`src/rtl/burst_sup_pkg.sv`:
```
package burst_sup_pkg;

    typedef enum logic [2:0] {
        ST_UVLO    = 3'd0,
        ST_LATCHED = 3'd1,
        ST_LINE_OV = 3'd2,
        ST_LINE_UV = 3'd3,
        ST_OCP     = 3'd4,
        ST_BURST   = 3'd5,
        ST_RUN     = 3'd6
    } sup_state_e;

    typedef struct packed {
        logic stby_lo;
        logic stby_hi;
        logic line_ok;
        logic line_ov;
        logic dis_trip;
        logic uvlo;
        logic ocp_stop;
        logic ocp_latch;
    } cond_t;

    localparam int COND_W = $bits(cond_t);

    typedef struct packed {
        logic run;
        logic ss_dis;
        logic quiet;
        logic pfc_pull_n;
    } sup_out_t;

    function automatic sup_out_t decode_outputs(sup_state_e s);
        sup_out_t o;
        o = '{run: 1'b0, ss_dis: 1'b1, quiet: 1'b1, pfc_pull_n: 1'b1};
        case (s)
            ST_UVLO:    o = '{run: 1'b0, ss_dis: 1'b1, quiet: 1'b1, pfc_pull_n: 1'b1};
            ST_LATCHED: o = '{run: 1'b0, ss_dis: 1'b1, quiet: 1'b1, pfc_pull_n: 1'b0};
            ST_LINE_OV: o = '{run: 1'b0, ss_dis: 1'b1, quiet: 1'b1, pfc_pull_n: 1'b0};
            ST_LINE_UV: o = '{run: 1'b0, ss_dis: 1'b1, quiet: 1'b1, pfc_pull_n: 1'b1};
            ST_OCP:     o = '{run: 1'b0, ss_dis: 1'b1, quiet: 1'b0, pfc_pull_n: 1'b0};
            ST_BURST:   o = '{run: 1'b0, ss_dis: 1'b0, quiet: 1'b1, pfc_pull_n: 1'b0};
            ST_RUN:     o = '{run: 1'b1, ss_dis: 1'b0, quiet: 1'b0, pfc_pull_n: 1'b1};
            default:    o = '{run: 1'b0, ss_dis: 1'b1, quiet: 1'b1, pfc_pull_n: 1'b1};
        endcase
        return o;
    endfunction

endpackage

```
`src/rtl/sup_sync.sv`:
```
module sup_sync #(
    parameter int WIDTH  = 8,
    parameter int STAGES = 2
) (
    input  logic             clk,
    input  logic             rst,
    input  logic [WIDTH-1:0] rst_val,
    input  logic [WIDTH-1:0] d,
    output logic [WIDTH-1:0] q
);
    logic [WIDTH-1:0] chain [STAGES];

    always_ff @(posedge clk) begin
        if (rst) chain[0] <= rst_val;
        else     chain[0] <= d;
    end

    for (genvar i = 1; i < STAGES; i++) begin : g_stage
        always_ff @(posedge clk) begin
            if (rst) chain[i] <= rst_val;
            else     chain[i] <= chain[i-1];
        end
    end

    assign q = chain[STAGES-1];
endmodule

```
`src/rtl/sup_latch.sv`:
```
module sup_latch (
    input  logic clk,
    input  logic rst,
    input  logic set_i,
    input  logic clr_i,
    output logic q
);
    always_ff @(posedge clk) begin
        if (rst || clr_i) q <= 1'b0;
        else if (set_i)   q <= 1'b1;
    end
endmodule

```
`src/rtl/sup_fsm.sv`:
```
module sup_fsm
    import burst_sup_pkg::*;
(
    input  logic       clk,
    input  logic       rst,
    input  cond_t      c,
    input  logic       latched,
    output sup_state_e state
);
    sup_state_e nxt;

    always_comb begin
        if (c.uvlo)                     nxt = ST_UVLO;
        else if (latched)               nxt = ST_LATCHED;
        else if (c.line_ov)             nxt = ST_LINE_OV;
        else if (!c.line_ok)            nxt = ST_LINE_UV;
        else if (c.ocp_stop)            nxt = ST_OCP;
        else if (state == ST_BURST)     nxt = c.stby_hi ? ST_RUN : ST_BURST;
        else if (c.stby_lo)             nxt = ST_BURST;
        else                            nxt = ST_RUN;
    end

    always_ff @(posedge clk) begin
        if (rst) state <= ST_UVLO;
        else     state <= nxt;
    end
endmodule

```
`src/rtl/burst_shutdown_sup.sv`:
```
module burst_shutdown_sup
    import burst_sup_pkg::*;
#(
    parameter int SYNC_STAGES = 2
) (
    input  logic       clk,
    input  logic       rst,
    input  logic       stby_lo_i,
    input  logic       stby_hi_i,
    input  logic       line_ok_i,
    input  logic       line_ov_i,
    input  logic       dis_trip_i,
    input  logic       uvlo_i,
    input  logic       ocp_stop_i,
    input  logic       ocp_latch_i,
    output logic       run_o,
    output logic       ss_discharge_o,
    output logic       quiescent_o,
    output logic       pfc_stop_pull_n_o,
    output logic [2:0] state_o
);
    cond_t raw, syn, rstv;
    logic  set_latch, latched;
    sup_state_e st;
    sup_out_t   o;

    always_comb begin
        raw = '{stby_lo: stby_lo_i, stby_hi: stby_hi_i, line_ok: line_ok_i,
                line_ov: line_ov_i, dis_trip: dis_trip_i, uvlo: uvlo_i,
                ocp_stop: ocp_stop_i, ocp_latch: ocp_latch_i};
        rstv = '0;
        rstv.uvlo = 1'b1;
    end

    sup_sync #(.WIDTH(COND_W), .STAGES(SYNC_STAGES)) u_sync (
        .clk(clk), .rst(rst), .rst_val(rstv), .d(raw), .q(syn)
    );

    assign set_latch = syn.dis_trip | (syn.ocp_stop & syn.ocp_latch);

    sup_latch u_latch (
        .clk(clk), .rst(rst), .set_i(set_latch & ~syn.uvlo),
        .clr_i(syn.uvlo), .q(latched)
    );

    sup_fsm u_fsm (
        .clk(clk), .rst(rst), .c(syn),
        .latched(latched | (set_latch & ~syn.uvlo)), .state(st)
    );

    assign o                 = decode_outputs(st);
    assign run_o             = o.run;
    assign ss_discharge_o    = o.ss_dis;
    assign quiescent_o       = o.quiet;
    assign pfc_stop_pull_n_o = o.pfc_pull_n;
    assign state_o           = st;
endmodule

```
`config.mk`:
```
export PLATFORM = sky130hd
export DESIGN_NAME = burst_shutdown_sup
export DESIGN_NICKNAME = d
export VERILOG_FILES = /design/src/rtl/burst_sup_pkg.sv /design/src/rtl/sup_sync.sv /design/src/rtl/sup_latch.sv /design/src/rtl/sup_fsm.sv /design/src/rtl/burst_shutdown_sup.sv
export SDC_FILE = /design/constraint.sdc
export NUM_CORES = 1
export LEC_CHECK = 0
export ABC_AREA = 1
export BUFFER_PORTS_ARGS = -buffer_cell sky130_fd_sc_hd__buf_2
export CORE_MARGIN = 4
export CORE_UTILIZATION = 52
export DETAILED_ROUTE_END_ITERATION = 10
export GPL_ROUTABILITY_DRIVEN = 0
export MAX_ROUTING_LAYER = met4
export PLACE_DENSITY = 0.78
export SLEW_MARGIN = 10
export SYNTH_ARGS = -nofsm -noshare
export SYNTH_HDL_FRONTEND = slang
export SYNTH_SLANG_ARGS = --single-unit
```
`constraint.sdc`:
```
create_clock -name clk -period 2.5 [get_ports clk]
set_clock_uncertainty 0.2 [all_clocks]
set_input_delay 0.25 -clock clk [delete_from_list [all_inputs] [get_ports clk]]
set_output_delay 0.25 -clock clk [all_outputs]
set_load 0.01 [all_outputs]
```
Word level (Yosys, flattened, before mapping)
Memory sizes are Yosys's and may differ from the RTL's.
Cells that the tools add are included.
{"block": "totals", "regBits": 4, "mem_bits_rw": 16, "input_bits": 10, "out_inout_bits": 7, "word_cells": 36, "memories": 1}
{"memory": "u_sync.chain", "words": 2, "word_bits": 8, "read_ports": 2, "rd_clocked_by_memory_dff": 0, "wr": 2, "line": "sup_sync.sv:11", "source": "logic [WIDTH-1:0] chain [STAGES];"}
{"block": "op_classes", "eq_ne": 5, "muxes": 13, "n_bitwise": 8, "n_reduce_logical": 5}
{"operator": "$mux 8", "count": 2}
{"operator": "$pmux 4 s4", "count": 1}
{"operator": "$eq 3x3->1 const B", "count": 3}
{"operator": "$mux 2", "count": 4}
{"operator": "$mux 3", "count": 2}
{"operator": "$reduce_or 5->1", "count": 1}
{"operator": "$mux 1", "count": 4}
{"operator": "$or 1x1->1", "count": 4}
{"operator": "$reduce_or 2->1", "count": 2}
{"operator": "$eq 3x1->1 const B", "count": 1}
{"operator": "$eq 3x2->1 const B", "count": 1}
{"operator": "$reduce_or 3->1", "count": 1}
{"operator": "$and 1x1->1", "count": 2}
{"operator": "$not 1->1", "count": 2}
{"operator": "$logic_or 1x1->1", "count": 1}

Depth between registers and ports, before layout
Gate-level depths: netlist (run 1).
An unclocked memory read counts as a cell.
{"block": "logic_depth", "ltp_word": 7, "mapped_depth": 7, "mapped_depth_nobuf": 7}

Cells and area by module
A second synthesis (run 1) with hierarchy kept.
{"block": "unflattened", "cells_unflattened": 110, "area_unflattened_um2": 799.5}
{"mod": "sup_sync", "n_inst": 1, "cells_per_inst": 59, "area_each_um2": 523.0, "seq_area_each_um2": 320.3}
{"mod": "sup_fsm", "n_inst": 1, "cells_per_inst": 24, "area_each_um2": 153.9, "seq_area_each_um2": 60.1}
{"mod": "burst_shutdown_sup", "n_inst": 1, "cells_per_inst": 21, "area_each_um2": 83.8, "seq_area_each_um2": 0.0}
{"mod": "sup_latch", "n_inst": 1, "cells_per_inst": 6, "area_each_um2": 38.8, "seq_area_each_um2": 20.0}

Least setup slack after synthesis (run 1)
No wires, ideal clock.
{"block": "synth_path", "path_kind": "reg-to-output", "startpoint": "register u_fsm.state[1]", "endpoint": "output pfc_stop_pull_n_o", "arrival_time_ns": 0.883, "required_time_ns": 2.050, "setup_slack_ns": 1.167, "stages_incl_launch_ff": 4, "n_path_buf": 0, "cell_sequence": "dfxtp_1 -> inv_2 -> or2_1 -> o22ai_1"}
{"block": "synth_via", "elab_chain_len": 3, "elab_cells_between_ends": 7, "cone_classes": "5 x eq/ne; 1 x mux; 1 x reduce/logical"}
{"item": "start: declaration", "line": "sup_fsm.sv:8", "source": "output sup_state_e state"}
{"item": "start signal: assignment", "line": "sup_fsm.sv:25", "source": "else state <= nxt;"}
{"item": "$eq 3x2->1 / $eq 3x1->1 (equally long branches)", "line": "burst_sup_pkg.sv:36", "source": "case (s)"}
{"item": "$reduce_or 2->1 (no line)"}
{"item": "$pmux 4 s4 (*)", "line": "burst_sup_pkg.sv:36"}
{"item": "end: declaration", "line": "burst_shutdown_sup.sv:19", "source": "output logic pfc_stop_pull_n_o,"}
Every way passes the cells marked *; elsewhere a longest branch is shown, timed or not.

Worst setup path in the final report (run 1)
Ends and elaborated chain as after synthesis.

==> reports/results.ini, run 1 <==
[power]
seqPwrFrac_pct = 52.7
p_clk_share_pct = 40.6
total_power_uw = 638
powerDensity_mw_per_mm2 = 696
p_leak_uw = 0.000445
switchingPower_uw = 123
p_int_uw = 515
p_comb_share_pct = 6.6
ir_drop_uv = 511
p_sw_share_pct = 19.2

[floorplanning]
die_area_mm2 = 0.00200
die_x_um = 44.8
die_h_um = 44.8
start_util_pct = 59.3
num_io_pins = 17
core_mm2 = 0.00119
rows = 12

[clock_tree]
cts_root_buffer = clkbuf_4
htree_levels = 1
hold_buffers = 8
clock_sinks = 20
cts_resized = 0
tritoncts = built
clockBufferDepth = 2
path_clk_slew_ns = 0.11
clock_latency_ns = 0.29
postCtsSetupRepairBufs = 0
cts_made_buffers = 3

[timing]
max_freq_mhz = 602
rsz0062_at_grt = false
final-setup-viol-count = 0
hold_violations = 0
tightest_slew_ns = 0.305
period_minus_slack_ns = 1.66
whs_ns = 0.106
slew_violations = 0
tns_ns = 0
slew_headroom_pct = 79.7
finalCritPeriodShare_pct = 66.5

[routing]
drc = 0
num_vias = 565
wire_per_inst_um = 9.48
wl_met2_um = 639
dr.pass1.iters = 4
antenna_left = 0
drtIter0Drc = 5
via_per_inst = 4.41
dr_wl_met3_um = 81
wl_met1_um = 493
totalWireLength_um = 1210
top_layer = met3

[global_route]
grt_antenna_before_repair = 0
grt_pass1_vias = 538
grt-ovfl-total = 0
grt_max_degree = 18
grt_pass1_wl_um = 2170
track_usage_pct = 15.1

[final_layout]
layout-drive-gt1-share_pct = 23.7
design_area_um2 = 917
fin_nets = 125
fill_cells = 76
multi_input_area_um2 = 196
final_util_pct = 77.3
seq_area_um2 = 400
antenna_cells = 0
syn_to_final_growth_pct = 30.4

[synth]
yosysTopAreaCellShare_pct = 56.9
syn-num-nets = 98
syn_area_per_cell_um2 = 7.99
synth-seq-cells = 20
yosys-top-cells-area = dfxtp_1 (57%), inv_1 (11%), nor2_1 (10%), nand2_1 (5.9%), nor2_4 (3.2%)
syn_area_um2 = 703
yosys.area.top_type = dfxtp_1
netlist_instances = 88
seq_area_frac_synth_pct = 56.9
synth_cell_types = 15
synth_warnings = 0

[critical_path]
worstPathArrival_ns = 1.21
critPathBufInv = 2
endpoint_kind = primary output
critical_path.top_delay_family = flip-flops
start_kind = register
critPathRequiredTime_ns = 2.05
cp_max_fo = 5
crit_slowest_cell = dfxtp_1
cp_slowest_stage_delay_ns = 0.36
crit_type = register to primary output
path_cells = inv_2, or2_1, o22ai_1, buf_2

[run_status]
status = completed

[place]
dp.final_hpwl_um = 711
numPortBuffers = 16
postPlaceCellArea_um2 = 785

[min_path]
hp-class = primary input to register

[job]
drv_cap = 0

[worst reg2reg max path, delay by kind of cell (launching register included)]
| family | cells | cell delay [ns] |
|---|---|---|
| DFF | 1 | 0.42 |
| and+or+nand+nor | 5 | 0.42 |
[stage by stage]
step,setup WS [ns],std cells
floorplan,1.17,88
global placement,1.19,116
detailed placement,1.16,116
CTS,0.824,128
global route,0.729,128
finish,0.838,128
[placed cells by master, fill, tap and decap left out]
cell type and n:
inv_1 21, dfxtp_1 20, nor2_1 19, buf_2 16
nand2_1 11, dlygate4sd3_1 8, inv_2 3, or2_1 3
clkbuf_4 3, nor2_4 2, nand3_1 2, o22ai_1 1
a21oi_1 1, nor2_2 1, nand4_1 1, a21oi_2 1
bufinv_16 1
[Yosys cell counts, drive strengths merged]
cell type / instances
nor2: 22
inv: 24
or2: 3
dfxtp: 20
o22ai: 1
nand4: 1
buf: 2
nand3: 2
a21oi: 2
nand2: 11
[cells by family after synthesis]
logic type | count (synthesis) | share of synthesized area (%)
and+or+nand+nor | 39 | 25.1
buffers and inverters | 26 | 15.1
AOI/OAI and AO/OA | 3 | 2.85
DFF | 20 | 56.9
[routing by layer]
| layer | track usage, % | vias to the layer above |
|---|---|---|
| met5 | - | - |
| met4 | 3.51 | 0 |
| met3 | 3.19 | 0 |
| met2 | 29.8 | 20 |
| met1 | 14.7 | 243 |
| li1 | - | 302 |
[cell type report]
class	count	area share, %
Clock inverter	1	3.27
Multi-Input combinational cell	42	21.4
Clock buffer	3	2.46
Tap cell	14	1.91
Timing Repair Buffer	24	17.5
Inverter	24	9.82
Sequential cell	20	43.7
[sequential cells by signal (all words and copies together), names as in the netlist]
| register | flops |
|---|---|
| u_sync.chain | 16 |
| u_fsm.state | 3 |
| u_latch.q | 1 |
[power groups by stage]
| stage | logic [uW] | clock network [uW] | registers, uW |
|---|---|---|---|
| detailed placement | 31.4 | 0 | 343 |
| finish | 42.4 | 259 | 336 |
| floorplan | 22.2 | 0 | 343 |
| global route | 48.6 | 274 | 338 |
| global placement | 30.3 | 0 | 343 |
| CTS | 41.0 | 259 | 336 |
[path summary, 6_finish.rpt]
check / startpoint / to / slack, ns / depth (start not counted)
max reg2reg: u_fsm.state[0] / u_fsm.state[0] / 1.36 / 5
max: u_fsm.state[1] / pfc_stop_pull_n_o / 0.84 / 4
min: rst / u_sync.chain[1][5] / 0.11 / 2
min reg2reg: u_sync.chain[0][7] / u_sync.chain[1][7] / 0.21 / 2
Power figures use the tool's default switching activity.
==> run 2: changes to the inputs <==
- CORE_UTILIZATION: 52 -> 49
- PLACE_DENSITY: 0.78 -> 0.74
- clock period: 2.5 -> 1.6 ns (I/O delays scaled with it)
==> run 2 against run 1 <==
Effect of this change:
- combinational power is 51% higher
- utilization is 9.4 points lower
- worst setup slack worse by 0.79 ns
- design area is 1.2% lower
- worst hold slack worse by 0.097 ns
- final cell count is 0.78% higher
- count of clock-buffer cells in the layout is 1 higher
- power is 37% higher
- critical path depth stayed put
- first-iteration DRC count is 40% lower
- register-to-register slack worse by 0.83 ns
- largest cell class unchanged
==> reports/results.ini, run 2 (synthesis results as in run 1) <==
[routing]
antenna_left = 0
wire_per_inst_um = 8.43
totalWireLength_um = 1090
num_vias = 549
drtIter0Drc = 3
drc = 0
dr.pass1.iters = 3
via_per_inst = 4.26

[final_layout]
layout_common_cells = inv_1 (21), nor2_1 (19), dfxtp_1 (17)
layout_commonest_cell = inv_1
layout-drive-gt1-share_pct = 26.3
largest_reg_flops = 16
final_util_pct = 67.9
top_regs = u_sync.chain (16), u_fsm.state (3), u_latch.q (1)
syn_to_final_growth_pct = 28.8
regMostFlops = u_sync.chain
antenna_cells = 0
fin_nets = 125

[critical_path]
worstPathArrival_ns = 1.19
critPathRequiredTime_ns = 1.24
path_depth = 4
critical_path.top_delay_family = flip-flops
cp_max_fo = 5
cp_slowest_stage_delay_ns = 0.35
crit_type = register to primary output
crit_slowest_cell = dfxtp_2
ff2ff_path_depth = 5
path_cells = inv_2, or2_1, o22ai_1, buf_2
start_kind = register
endpoint_kind = primary output
critPathBufInv = 2

[job]
drv_cap = 0

[timing]
whs_ns = 0.00954
finalCritPeriodShare_pct = 96.9
rsz0062_at_grt = true
final-setup-viol-count = 0
period_minus_slack_ns = 1.55
tightest_slew_ns = 0.287
hold_violations = 0
worst_slack_ns = 0.0492
slew_violations = 0
slew_headroom_pct = 80.9
tns_ns = 0
max_freq_mhz = 645

[power]
total_power_uw = 872
p_leak_uw = 0.000440
p_clk_share_pct = 32.4
p_int_uw = 691
p_comb_share_pct = 7.4
p_sw_share_pct = 20.8
seqPwrFrac_pct = 60.2
ir_drop_uv = 506
powerDensity_mw_per_mm2 = 963
switchingPower_uw = 181

[global_route]
grt_pass1_vias = 520
grt_max_degree = 18
grt_antenna_before_repair = 0
grt_pass1_wl_um = 1950
track_usage_pct = 13.8
grt-ovfl-total = 0

[place]
dp.final_hpwl_um = 738
numPortBuffers = 16
preCtsSetupSlack_ns = 0.360

[floorplanning]
num_io_pins = 17
start_util_pct = 52.7
die_x_um = 45.9
core_mm2 = 0.00133
rows = 13
die_area_mm2 = 0.00210
die_h_um = 45.9

[clock_tree]
tritoncts = built
cts_made_buffers = 3
path_clk_slew_ns = 0.11
clock_sinks = 20
clockBufferDepth = 2
clock_latency_ns = 0.29
cts_root_buffer = clkbuf_4
htree_levels = 1

[min_path]
hp-class = primary input to register
min_delay_path_depth = 2

[run_status]
status = completed

run 2: cell types whose count changed in the layout (fill, tap and decap cells not counted), sizes merged:
cell    change
bufinv      -1
clkbuf      +1
run 2: routing by layer:
layer  share of wire (%)  vias up  wire length [um]  GRT usage, %
li1                    -      299                 -             -
met1                  41      231               444          11.9
met2                  51       15               550          25.5
met3                 5.9        4                64          2.37
met4                 2.5        0                27          10.2
met5                   0        -                 0             -
run 2: timing repair:
item | in CTS | in global routing
endpoints found under the hold margin | 8 | 0
hold buffers | 8 | 0
gates resized for setup | 0 | 3
setup endpoints to repair | 0 | 3
buffers inserted | 0 | 0
run 2: metrics by stage:
| step | std cells | instance area, um2 |
|---|---|---|
| finish | 129 | 906 |
| global route | 129 | 906 |
| CTS | 129 | 902 |
| detailed placement | 117 | 786 |
| global placement | 117 | 786 |
| floorplan | 88 | 703 |
run 2: worst register-to-register path: stages, from the launching register on:
cell     delay, ns
dfxtp_1       0.32
nand2_1       0.07
a21oi_1       0.07
nor2_2        0.15
nand2_1       0.10
a21oi_2       0.10
run 2: final timing paths:
| check | from | end | slack, ns |
|---|---|---|---|
| hold reg to reg | u_sync.chain[0][6] | u_sync.chain[1][6] | 0.21 |
| setup / recovery | u_fsm.state[1] | pfc_stop_pull_n_o | 0.05 |
| hold / removal | rst | u_sync.chain[0][3] | 0.01 |
| setup reg to reg | u_sync.chain[1][1] | u_fsm.state[1] | 0.53 |
run 2: power groups by stage:
stage / clock network, uW / registers, uW / logic [uW]
floorplan: 0 / 536 / 34.6
global placement: 0 / 536 / 47.3
detailed placement: 0 / 537 / 49.5
CTS: 294 / 525 / 64.4
global route: 323 / 528 / 73.5
finish: 283 / 525 / 64.2
run 2: layout make-up:
class | instances | area, um2
multi-input combinational | 42 | 196
tap | 15 | 18.8
sequential | 20 | 404
timing repair buffer | 24 | 160
inverter | 24 | 90.1
fill | 116 | 428
clock buffer | 4 | 36.3
==> run 3: changes to the inputs <==
==> constraint.sdc (replaced) <==
create_clock -name clk -period 1.6 [get_ports clk]
set_clock_uncertainty 0.2 [all_clocks]
set_input_delay 0.4 -clock clk [delete_from_list [all_inputs] [get_ports clk]]
set_output_delay 0.4 -clock clk [all_outputs]
set_load 0.01 [all_outputs]
==> run 3 against run 2 <==
Effect of this change:
- the run now ends with negative setup slack left
- fmax fell by 13%
- count of clock-buffer cells in the layout unchanged
- global-route usage fell by 1.4 points
- sequential cell count unchanged
- largest cell class unchanged
- final cell count is 1.6% lower
- critical path depth unchanged
- sequential share of layout area is 1.2 points higher
- design area is 2.1% lower
- power decreased by 1.4%
- non-clock buffer count fell by 2
- highest routed layer unchanged
- critical endpoint unchanged
- utilization decreased by 1.4 points
- worst setup slack lost 0.23 ns
==> reports/results.ini, run 3 (synthesis results as in run 1) <==
[power]
total_power_uw = 861
switchingPower_uw = 179
ir_drop_uv = 493
p_int_uw = 681
p_clk_share_pct = 32.8
powerDensity_mw_per_mm2 = 970
p_sw_share_pct = 20.8
p_comb_share_pct = 6.3
p_leak_uw = 0.000438
seqPwrFrac_pct = 60.8

[critical_path]
cp_slowest_stage_delay_ns = 0.35
start_kind = register
critPathRequiredTime_ns = 1.00
endpoint_kind = primary output
crit_type = register to primary output
cp_max_fo = 3
worstPathArrival_ns = 1.18
path_cells = inv_2, or2_1, o22ai_1, buf_2
crit_slowest_cell = dfxtp_2

[floorplanning]
start_util_pct = 52.7
die_x_um = 45.9
die_area_mm2 = 0.00210
num_io_pins = 17
die_h_um = 45.9
core_mm2 = 0.00133
rows = 13

[routing]
wl_met1_um = 428
drtIter0Drc = 3
antenna_left = 0
drc = 0
wire_per_inst_um = 8.23
dr_wl_met3_um = 70
num_vias = 551
totalWireLength_um = 1050
top_layer = met4
via_per_inst = 4.34
wl_met2_um = 514
dr.pass1.iters = 4

[timing]
final-setup-viol-count = 4
period_minus_slack_ns = 1.78
hold_violations = 0
worst_slack_ns = -0.184
rsz0062_at_grt = true
tns_ns = -0.523
max_freq_mhz = 561
slew_headroom_pct = 81.1
finalCritPeriodShare_pct = 111
tightest_slew_ns = 0.283
slew_violations = 0

[clock_tree]
path_clk_slew_ns = 0.10
clock_latency_ns = 0.29
clockBufferDepth = 2
hold_buffers = 0
cts_made_buffers = 3
clock_sinks = 20
cts_root_buffer = clkbuf_4
htree_levels = 1
tritoncts = built

[run_status]
violations = negative setup slack
status = complete, but fails checks

[place]
numPortBuffers = 16
preCtsSetupSlack_ns = 0.120
dp.final_hpwl_um = 738
postPlaceCellArea_um2 = 786

[final_layout]
design_area_um2 = 887
fin_nets = 123
layout_commonest_cell = inv_1
antenna_cells = 0
layout_common_cells = inv_1 (20), nor2_1 (18), dfxtp_1 (17)
syn_to_final_growth_pct = 26.2
seq_area_um2 = 407
layout-drive-gt1-share_pct = 33.9
multi_input_area_um2 = 204
fill_cells = 126
largest_reg_flops = 16
regMostFlops = u_sync.chain
top_regs = u_sync.chain (16), u_fsm.state (3), u_latch.q (1)

[min_path]
hp-class = primary input to register

[global_route]
grt_max_degree = 18
grt_antenna_before_repair = 0
grt_pass1_vias = 484
grt-ovfl-total = 0
grt_pass1_wl_um = 1750
track_usage_pct = 12.4

[job]
drv_cap = 0

run 3: layer usage:
metal	up-vias	global-route usage [%]
li1	298	-
met1	234	10.4
met2	15	22.5
met3	4	2.37
met4	0	10.2
met5	-	-
run 3: final timing paths:
| path | startpoint | cells past startpoint | end | slack, ns |
|---|---|---|---|---|
| hold / removal | uvlo_i | 2 | u_sync.chain[0][2] | 0.07 |
| setup / recovery | u_fsm.state[1] | 4 | pfc_stop_pull_n_o | -0.18 |
| hold reg to reg | u_sync.chain[0][6] | 2 | u_sync.chain[1][6] | 0.21 |
| setup reg to reg | u_fsm.state[1] | 8 | u_fsm.state[0] | 0.37 |
run 3: worst max-delay path: cells and delay by family, from the launching register on:
| family | cells | cell delay [ns] |
|---|---|---|
| AO/OA/AOI/OAI | 1 | 0.14 |
| buffers and inverters | 2 | 0.19 |
| flip-flops | 1 | 0.35 |
| AND/OR/NAND/NOR | 1 | 0.21 |
run 3: timing repair:
action / in CTS / in global routing
pin swaps: 2 / 3
endpoints found under the setup margin: 4 / 4
resized for setup: 4 / 4
buffers inserted: 3 / 3
run 3: final cells by class:
class	instances	share of cell area [%]
clock buffers	4	4.09
flip-flops and latches	20	45.8
multi-input cells	42	23.0
well taps	15	2.12
inverters	24	10.2
repair buffers	22	14.8
run 3: power by group through the flow:
stage | clock [uW] | combinational [uW] | sequential, uW
final | 282 | 54.5 | 524
after CTS | 294 | 52.0 | 525
after global routing | 323 | 63.5 | 526
after global placement | 0 | 47.3 | 536
after floorplan | 0 | 34.6 | 536
after detailed placement | 0 | 49.5 | 537
run 3: per-stage QoR:
step           std cells  hold WS [ns]  util (%)
3_5_place_dp         117         0.193      58.9
2_1_floorplan         88         0.183         -
3_3_place_gp         117         0.185      58.9
4_1_cts              124        0.0628      63.8
6_report             127        0.0739      66.5
5_1_grt              127        0.0645      66.5
